`src/rtl/ilb_pkg.sv`:
```
package ilb_pkg;
    typedef enum logic [2:0] {
        ST_FILL,
        ST_WAIT,
        ST_DROP_FILL,
        ST_DROP_LOOP,
        ST_LOOP
    } ilb_state_e;
endpackage

```
`src/rtl/ilb_slots.sv`:
```
// Shifting word store with per-slot tags and parallel address compare.
module ilb_slots #(
    parameter int WORD_W = 60,
    parameter int ADDR_W = 12,
    parameter int DEPTH  = 8
) (
    input  logic              clk,
    input  logic              rst_n,
    input  logic              push,
    input  logic              flush,
    input  logic [ADDR_W-1:0] push_addr,
    input  logic [WORD_W-1:0] push_word,
    input  logic [ADDR_W-1:0] look_addr,
    input  logic [ADDR_W-1:0] probe_addr,
    output logic              look_hit,
    output logic [WORD_W-1:0] look_word,
    output logic              probe_hit,
    output logic              bot_valid,
    output logic [ADDR_W-1:0] bot_addr
);
    logic [DEPTH-1:0]  vld;
    logic [ADDR_W-1:0] tag [DEPTH];
    logic [WORD_W-1:0] dat [DEPTH];
    logic [DEPTH-1:0]  m_look;
    logic [DEPTH-1:0]  m_probe;

    always_ff @(posedge clk) begin
        if (!rst_n)     vld <= '0;
        else if (flush) vld <= '0;
        else if (push)  vld <= {vld[DEPTH-2:0], 1'b1};
    end

    always_ff @(posedge clk) begin
        if (push) begin
            tag[0] <= push_addr;
            dat[0] <= push_word;
        end
    end

    for (genvar i = 1; i < DEPTH; i++) begin : g_shift
        always_ff @(posedge clk) begin
            if (push) begin
                tag[i] <= tag[i-1];
                dat[i] <= dat[i-1];
            end
        end
    end

    for (genvar i = 0; i < DEPTH; i++) begin : g_cmp
        assign m_look[i]  = vld[i] && (tag[i] == look_addr);
        assign m_probe[i] = vld[i] && (tag[i] == probe_addr);
    end

    always_comb begin
        look_word = '0;
        for (int i = DEPTH - 1; i >= 0; i--) begin
            if (m_look[i]) look_word = dat[i];
        end
    end

    assign look_hit  = |m_look;
    assign probe_hit = |m_probe;
    assign bot_valid = vld[0];
    assign bot_addr  = tag[0];
endmodule

```
`src/rtl/ilb_ctrl.sv`:
```
// Fetch/loop state machine and program address register.
module ilb_ctrl
    import ilb_pkg::*;
#(
    parameter int                ADDR_W     = 12,
    parameter logic [ADDR_W-1:0] RESET_ADDR = '0
) (
    input  logic              clk,
    input  logic              rst_n,
    input  logic              br_valid,
    input  logic [ADDR_W-1:0] br_target,
    input  logic              issue_req,
    input  logic              mem_valid,
    input  logic              pc_hit,
    input  logic              probe_hit,
    input  logic              bot_valid,
    input  logic [ADDR_W-1:0] bot_addr,
    output logic [ADDR_W-1:0] pc,
    output logic              push,
    output logic              flush,
    output logic              fetch_req,
    output logic [ADDR_W-1:0] fetch_addr,
    output logic              br_hit,
    output logic              br_miss
);
    ilb_state_e st, nxt;
    logic busy, need;

    assign busy = (st == ST_WAIT) || (st == ST_DROP_FILL) || (st == ST_DROP_LOOP);
    assign need = !pc_hit || (bot_valid && (bot_addr == pc));

    always_comb begin
        nxt = st;
        if (br_valid) begin
            if (busy && !mem_valid) nxt = probe_hit ? ST_DROP_LOOP : ST_DROP_FILL;
            else                    nxt = probe_hit ? ST_LOOP      : ST_FILL;
        end else begin
            unique case (st)
                ST_FILL:      if (need)      nxt = ST_WAIT;
                ST_WAIT:      if (mem_valid) nxt = ST_FILL;
                ST_DROP_FILL: if (mem_valid) nxt = ST_FILL;
                ST_DROP_LOOP: if (mem_valid) nxt = ST_LOOP;
                ST_LOOP:      if (!pc_hit)   nxt = ST_FILL;
                default:                     nxt = ST_FILL;
            endcase
        end
    end

    always_ff @(posedge clk) begin
        if (!rst_n) begin
            st         <= ST_FILL;
            pc         <= RESET_ADDR;
            fetch_addr <= RESET_ADDR;
            br_hit     <= 1'b0;
            br_miss    <= 1'b0;
        end else begin
            st      <= nxt;
            br_hit  <= br_valid && probe_hit;
            br_miss <= br_valid && !probe_hit;
            if (br_valid)                 pc <= br_target;
            else if (issue_req && pc_hit) pc <= pc + ADDR_W'(1);
            if (st == ST_FILL && !br_valid && need)
                fetch_addr <= pc_hit ? pc + ADDR_W'(1) : pc;
        end
    end

    always_comb begin
        fetch_req = (st == ST_WAIT);
        push      = (st == ST_WAIT) && mem_valid && !br_valid;
        flush     = br_valid && !probe_hit;
    end
endmodule

```
`src/rtl/ilb_stack.sv`:
```
module ilb_stack #(
    parameter int                WORD_W     = 60,
    parameter int                ADDR_W     = 12,
    parameter int                DEPTH      = 8,
    parameter logic [ADDR_W-1:0] RESET_ADDR = '0
) (
    input  logic              clk,
    input  logic              rst_n,
    input  logic              mem_valid,
    input  logic [WORD_W-1:0] mem_word,
    output logic              fetch_req,
    output logic [ADDR_W-1:0] fetch_addr,
    input  logic              br_valid,
    input  logic [ADDR_W-1:0] br_target,
    output logic              br_hit,
    output logic              br_miss,
    input  logic              issue_req,
    output logic              cur_valid,
    output logic [ADDR_W-1:0] cur_addr,
    output logic [WORD_W-1:0] cur_word
);
    logic              push, flush, pc_hit, probe_hit, bot_valid;
    logic [ADDR_W-1:0] pc, bot_addr;

    ilb_slots #(.WORD_W(WORD_W), .ADDR_W(ADDR_W), .DEPTH(DEPTH)) u_slots (
        .clk(clk), .rst_n(rst_n), .push(push), .flush(flush),
        .push_addr(fetch_addr), .push_word(mem_word),
        .look_addr(pc), .probe_addr(br_target),
        .look_hit(pc_hit), .look_word(cur_word), .probe_hit(probe_hit),
        .bot_valid(bot_valid), .bot_addr(bot_addr)
    );

    ilb_ctrl #(.ADDR_W(ADDR_W), .RESET_ADDR(RESET_ADDR)) u_ctrl (
        .clk(clk), .rst_n(rst_n), .br_valid(br_valid), .br_target(br_target),
        .issue_req(issue_req), .mem_valid(mem_valid), .pc_hit(pc_hit),
        .probe_hit(probe_hit), .bot_valid(bot_valid), .bot_addr(bot_addr),
        .pc(pc), .push(push), .flush(flush), .fetch_req(fetch_req),
        .fetch_addr(fetch_addr), .br_hit(br_hit), .br_miss(br_miss)
    );

    assign cur_valid = pc_hit;
    assign cur_addr  = pc;
endmodule

```
`config.mk`:
```
export PLATFORM = sky130hd
export DESIGN_NAME = ilb_stack
export DESIGN_NICKNAME = d
export VERILOG_FILES = /design/src/rtl/ilb_pkg.sv /design/src/rtl/ilb_slots.sv /design/src/rtl/ilb_ctrl.sv /design/src/rtl/ilb_stack.sv
export SDC_FILE = /design/constraint.sdc
export NUM_CORES = 1
export LEC_CHECK = 0
export BUFFER_PORTS_ARGS = -buffer_cell sky130_fd_sc_hd__buf_2
export CORE_ASPECT_RATIO = 1.5
export CORE_MARGIN = 2
export CORE_UTILIZATION = 35
export DETAILED_ROUTE_END_ITERATION = 16
export PLACE_DENSITY = 0.58
export SKIP_CTS_REPAIR_TIMING = 1
export SLEW_MARGIN = 20
export SYNTH_ARGS = -nofsm -noshare
export SYNTH_HDL_FRONTEND = slang
export SYNTH_SLANG_ARGS = --single-unit
```
`constraint.sdc`:
```
create_clock -name clk -period 24 [get_ports clk]
set_input_delay 2.4 -clock clk [delete_from_list [all_inputs] [get_ports clk]]
set_output_delay 2.4 -clock clk [all_outputs]
set_load 0.03 [all_outputs]
```
==> metrics.yaml <==
critical_path:
  critPathTopFamily: "simple AND/OR/NAND/NOR gates"
  crit_buf_inv: 1
  r2r_cells: 6
  rrSetupSlack_ns: 19.53
  cp_data_arrival_time_ns: 5.10
  crit_chain: "xnor2_1 > nand4_1 > or4_4 > nand2b_4 > o22ai_1 > a211oi_1 > buf_2"
  startpoint_type: "flip-flop"
  critPathKind: "reg2out"
  worst-path-max-fanout: 64
  timing.rr.end: "u_slots.dat[1][218]"
  critPathMaxStageDelay_ns: 0.98
  worst_setup_path_end_kind: "output pin"
  required_ns: 21.60
  crit_slowest_cell: "dfxtp_1"
  timing.rr.start: "u_ctrl.st[0]"
synthesis:
  syn-num-nets: 2006
  syn_area_um2: 25560
  synth_cell_types: 48
  ys.flop_type: "edfxtp_1"
  synth-edff-count: 576
  synth_common_cells: "576 x edfxtp_1, 246 x nor2_1, 207 x xnor2_1"
  yosysWarnings: 0
  synth.most_common_cell: "edfxtp_1"
  synth.avg_cell_area_um2: 13.26
  synthTopCellsByArea: "edfxtp_1 68%, xnor2_1 7.1%, nor2_1 3.6%"
  ys_async_sr_fraction_pct: 0
  seq_area_frac_synth_pct: 70.57
  synth_top_area_cell: "edfxtp_1"
  synth_seq_cells: 613
  netlist_instances: 1928
  synth_top_area_share_pct: 67.67
placed_design:
  io_buffers: 164
  post-place-ws_ns: 16.60
  dp_hpwl_mm: 41.24
  place.gp.congestion: 0.8610
timing:
  min_period_ns: 7.495
  period_share_pct: 31.23
  fin_skew_ns: 0.03979
  whs_ns: 0.4350
  fin_ws_ns: 16.51
  final_hold_viol_count: 0
  setup_violations: 0
  slew_headroom_pct: 25.78
  rsz0062_at_grt: "no"
  clock.fmax_mhz: 133.4
  slew_violations: 0
  tightest_slew_ns: 1.113
  setup_tns_ns: 0
drt:
  wirelength_mm: 70.28
  remaining_drc_errors: 0
  vias: 16260
  antenna_left: 0
  wire_per_inst_um: 23.33
  firstDrtPassIters: 7
  dr.first_iter.drc_count: 1597
  via_per_inst: 5.398
hold_path:
  holdPathStages: 0
  hp-class: "reg2reg"
  hold_end: "u_slots.dat[0][122]"
  worstHoldStart: "u_slots.dat[0][62]"
clock_network:
  cts_buffer_depth: 3
  numCtsBuffers: 59
  worstSkewPairLatency_ns: 0.65
  htreeDepth: 2
  clk_pin_slew_worst_paths_ns: 0.07
  cts_sinks: 613
  cts_tree: "yes"
  cts_root_buf: "clkbuf_16"
power_and_ir_drop:
  p_sw_uw: 485.3
  power.total_uw: 2216
  internal_power_uw: 1731
  p_comb_share_pct: 3.5
  switching_share_pct: 21.90
  peakVddDrop_mv: 0.04969
  power_density_nw_per_um2: 76.07
  power.share.clock_pct: 42.1
  p_leak_uw: 0.009434
  pwr-share-seq_pct: 54.4
cells_and_area:
  fin_nets: 2121
  drive_gt1_share_pct: 13.96
  area_delta_synth_final_pct: 13.97
  antennaDiodeCount: 0
grt:
  first_global_vias: 16230
  antenna_found_initial: 0
  overflow: 0
  grt_start_max_net_pins: 198
  track_usage_pct: 18.43
  grt_pass1_wl_mm: 104.5
floorplanning:
  fp.coreArea_um2: 72520
  ios: 165
  start_util_pct: 35.25
  dieArea_um2: 75250
  rows: 121
  fp.dieH_um: 335.0
  die_w_um: 224.7
run_status:
  status: "finished clean"
run:
  maxCapViolations: 0
kinds of logic after synthesis:
| kind of cell | after synthesis | synth area share, % |
|---|---|---|
| DFF | 613 | 70.57 |
| buffers and inverters | 145 | 2.496 |
| AOI/OAI and AO/OA | 375 | 8.885 |
| adders and majority gates | 1 | 0.04894 |
| and+or+nand+nor | 584 | 10.77 |
| xor gates and xnor gates | 208 | 7.157 |
| muxes | 2 | 0.07832 |
state kept, by name (all words and copies together), names as in the netlist:
name	flops
u_ctrl.br_hit	1
u_ctrl.br_miss	1
u_ctrl.fetch_addr	12
u_ctrl.pc	12
u_ctrl.st	3
u_slots.dat	480
u_slots.tag	96
u_slots.vld	8
layer usage:
| metal | up-vias | global-route usage, % | share of wire (%) |
|---|---|---|---|
| li1 | 7468 | - | - |
| met1 | 8105 | 22.90 | 40 |
| met2 | 556 | 32.28 | 51 |
| met3 | 134 | 2.646 | 5.4 |
| met4 | 0 | 7.186 | 3.6 |
| met5 | - | 0 | 0 |
placed cells by master, fill, tap and decap left out, drive strengths merged, types with 3 or more instances in the layout:
cell / synthesis / routed
edfxtp: 576 / 576
nor2: 247 / 247
xnor2: 208 / 208
buf: 50 / 188
a21oi: 144 / 144
nand2: 102 / 102
clkbuf: 84 / 74
o22ai: 61 / 61
nand3: 61 / 61
nor4: 55 / 55
a211oi: 40 / 40
a31oi: 38 / 38
dfxtp: 37 / 37
nor3: 36 / 36
or4: 34 / 34
nand4: 33 / 33
o21ai: 30 / 30
a22oi: 26 / 26
o21a: 26 / 26
clkinv: 1 / 24
inv: 10 / 14
and3: 6 / 6
bufinv: 0 / 5
a21boi: 3 / 3
a311oi: 3 / 3
or3: 3 / 3
clkinvlp: 0 / 3
worst max path at each step:
stage | start | endpoint | cells past startpoint
6_report | u_ctrl.pc[11] | cur_word[48] | 7
5_1_grt | u_ctrl.pc[11] | cur_word[0] | 7
4_1_cts | u_ctrl.pc[8] | cur_word[48] | 7
3_5_place_dp | br_valid | u_slots.dat[0][218] | 7
3_3_place_gp | br_valid | u_slots.dat[1][218] | 7
2_1_floorplan | br_valid | u_slots.dat[0][0] | 4
power groups by stage:
| stage | clock [uW] | combinational [uW] | sequential, uW |
|---|---|---|---|
| after floorplan | 0 | 48.2 | 1240 |
| after global placement | 0 | 77.1 | 1230 |
| after detailed placement | 0 | 77.8 | 1230 |
| after CTS | 958 | 78.2 | 1200 |
| after global routing | 992 | 83.8 | 1210 |
| final | 933 | 78.1 | 1200 |
through the flow:
| step | instance area [um2] | cells | utilization, % |
|---|---|---|---|
| 6_report | 29130 | 3013 | 40.17 |
| 5_1_grt | 29130 | 3013 | 40.17 |
| 3_3_place_gp | 27180 | 2902 | 37.48 |
| 2_1_floorplan | 25560 | 1928 | - |
| 4_1_cts | 29070 | 3011 | 40.08 |
| 3_5_place_dp | 27180 | 2902 | 37.48 |
layout make-up:
class | count | area (um2)
Sequential cell | 613 | 18040
Inverter | 11 | 48.80
Timing Repair Buffer | 188 | 1057
Multi-Input combinational cell | 1170 | 6950
Tap cell | 922 | 1154
Clock inverter | 35 | 309.0
Clock buffer | 74 | 1575
Fill cell | 6725 | 43390
Power figures use the tool's default switching activity.
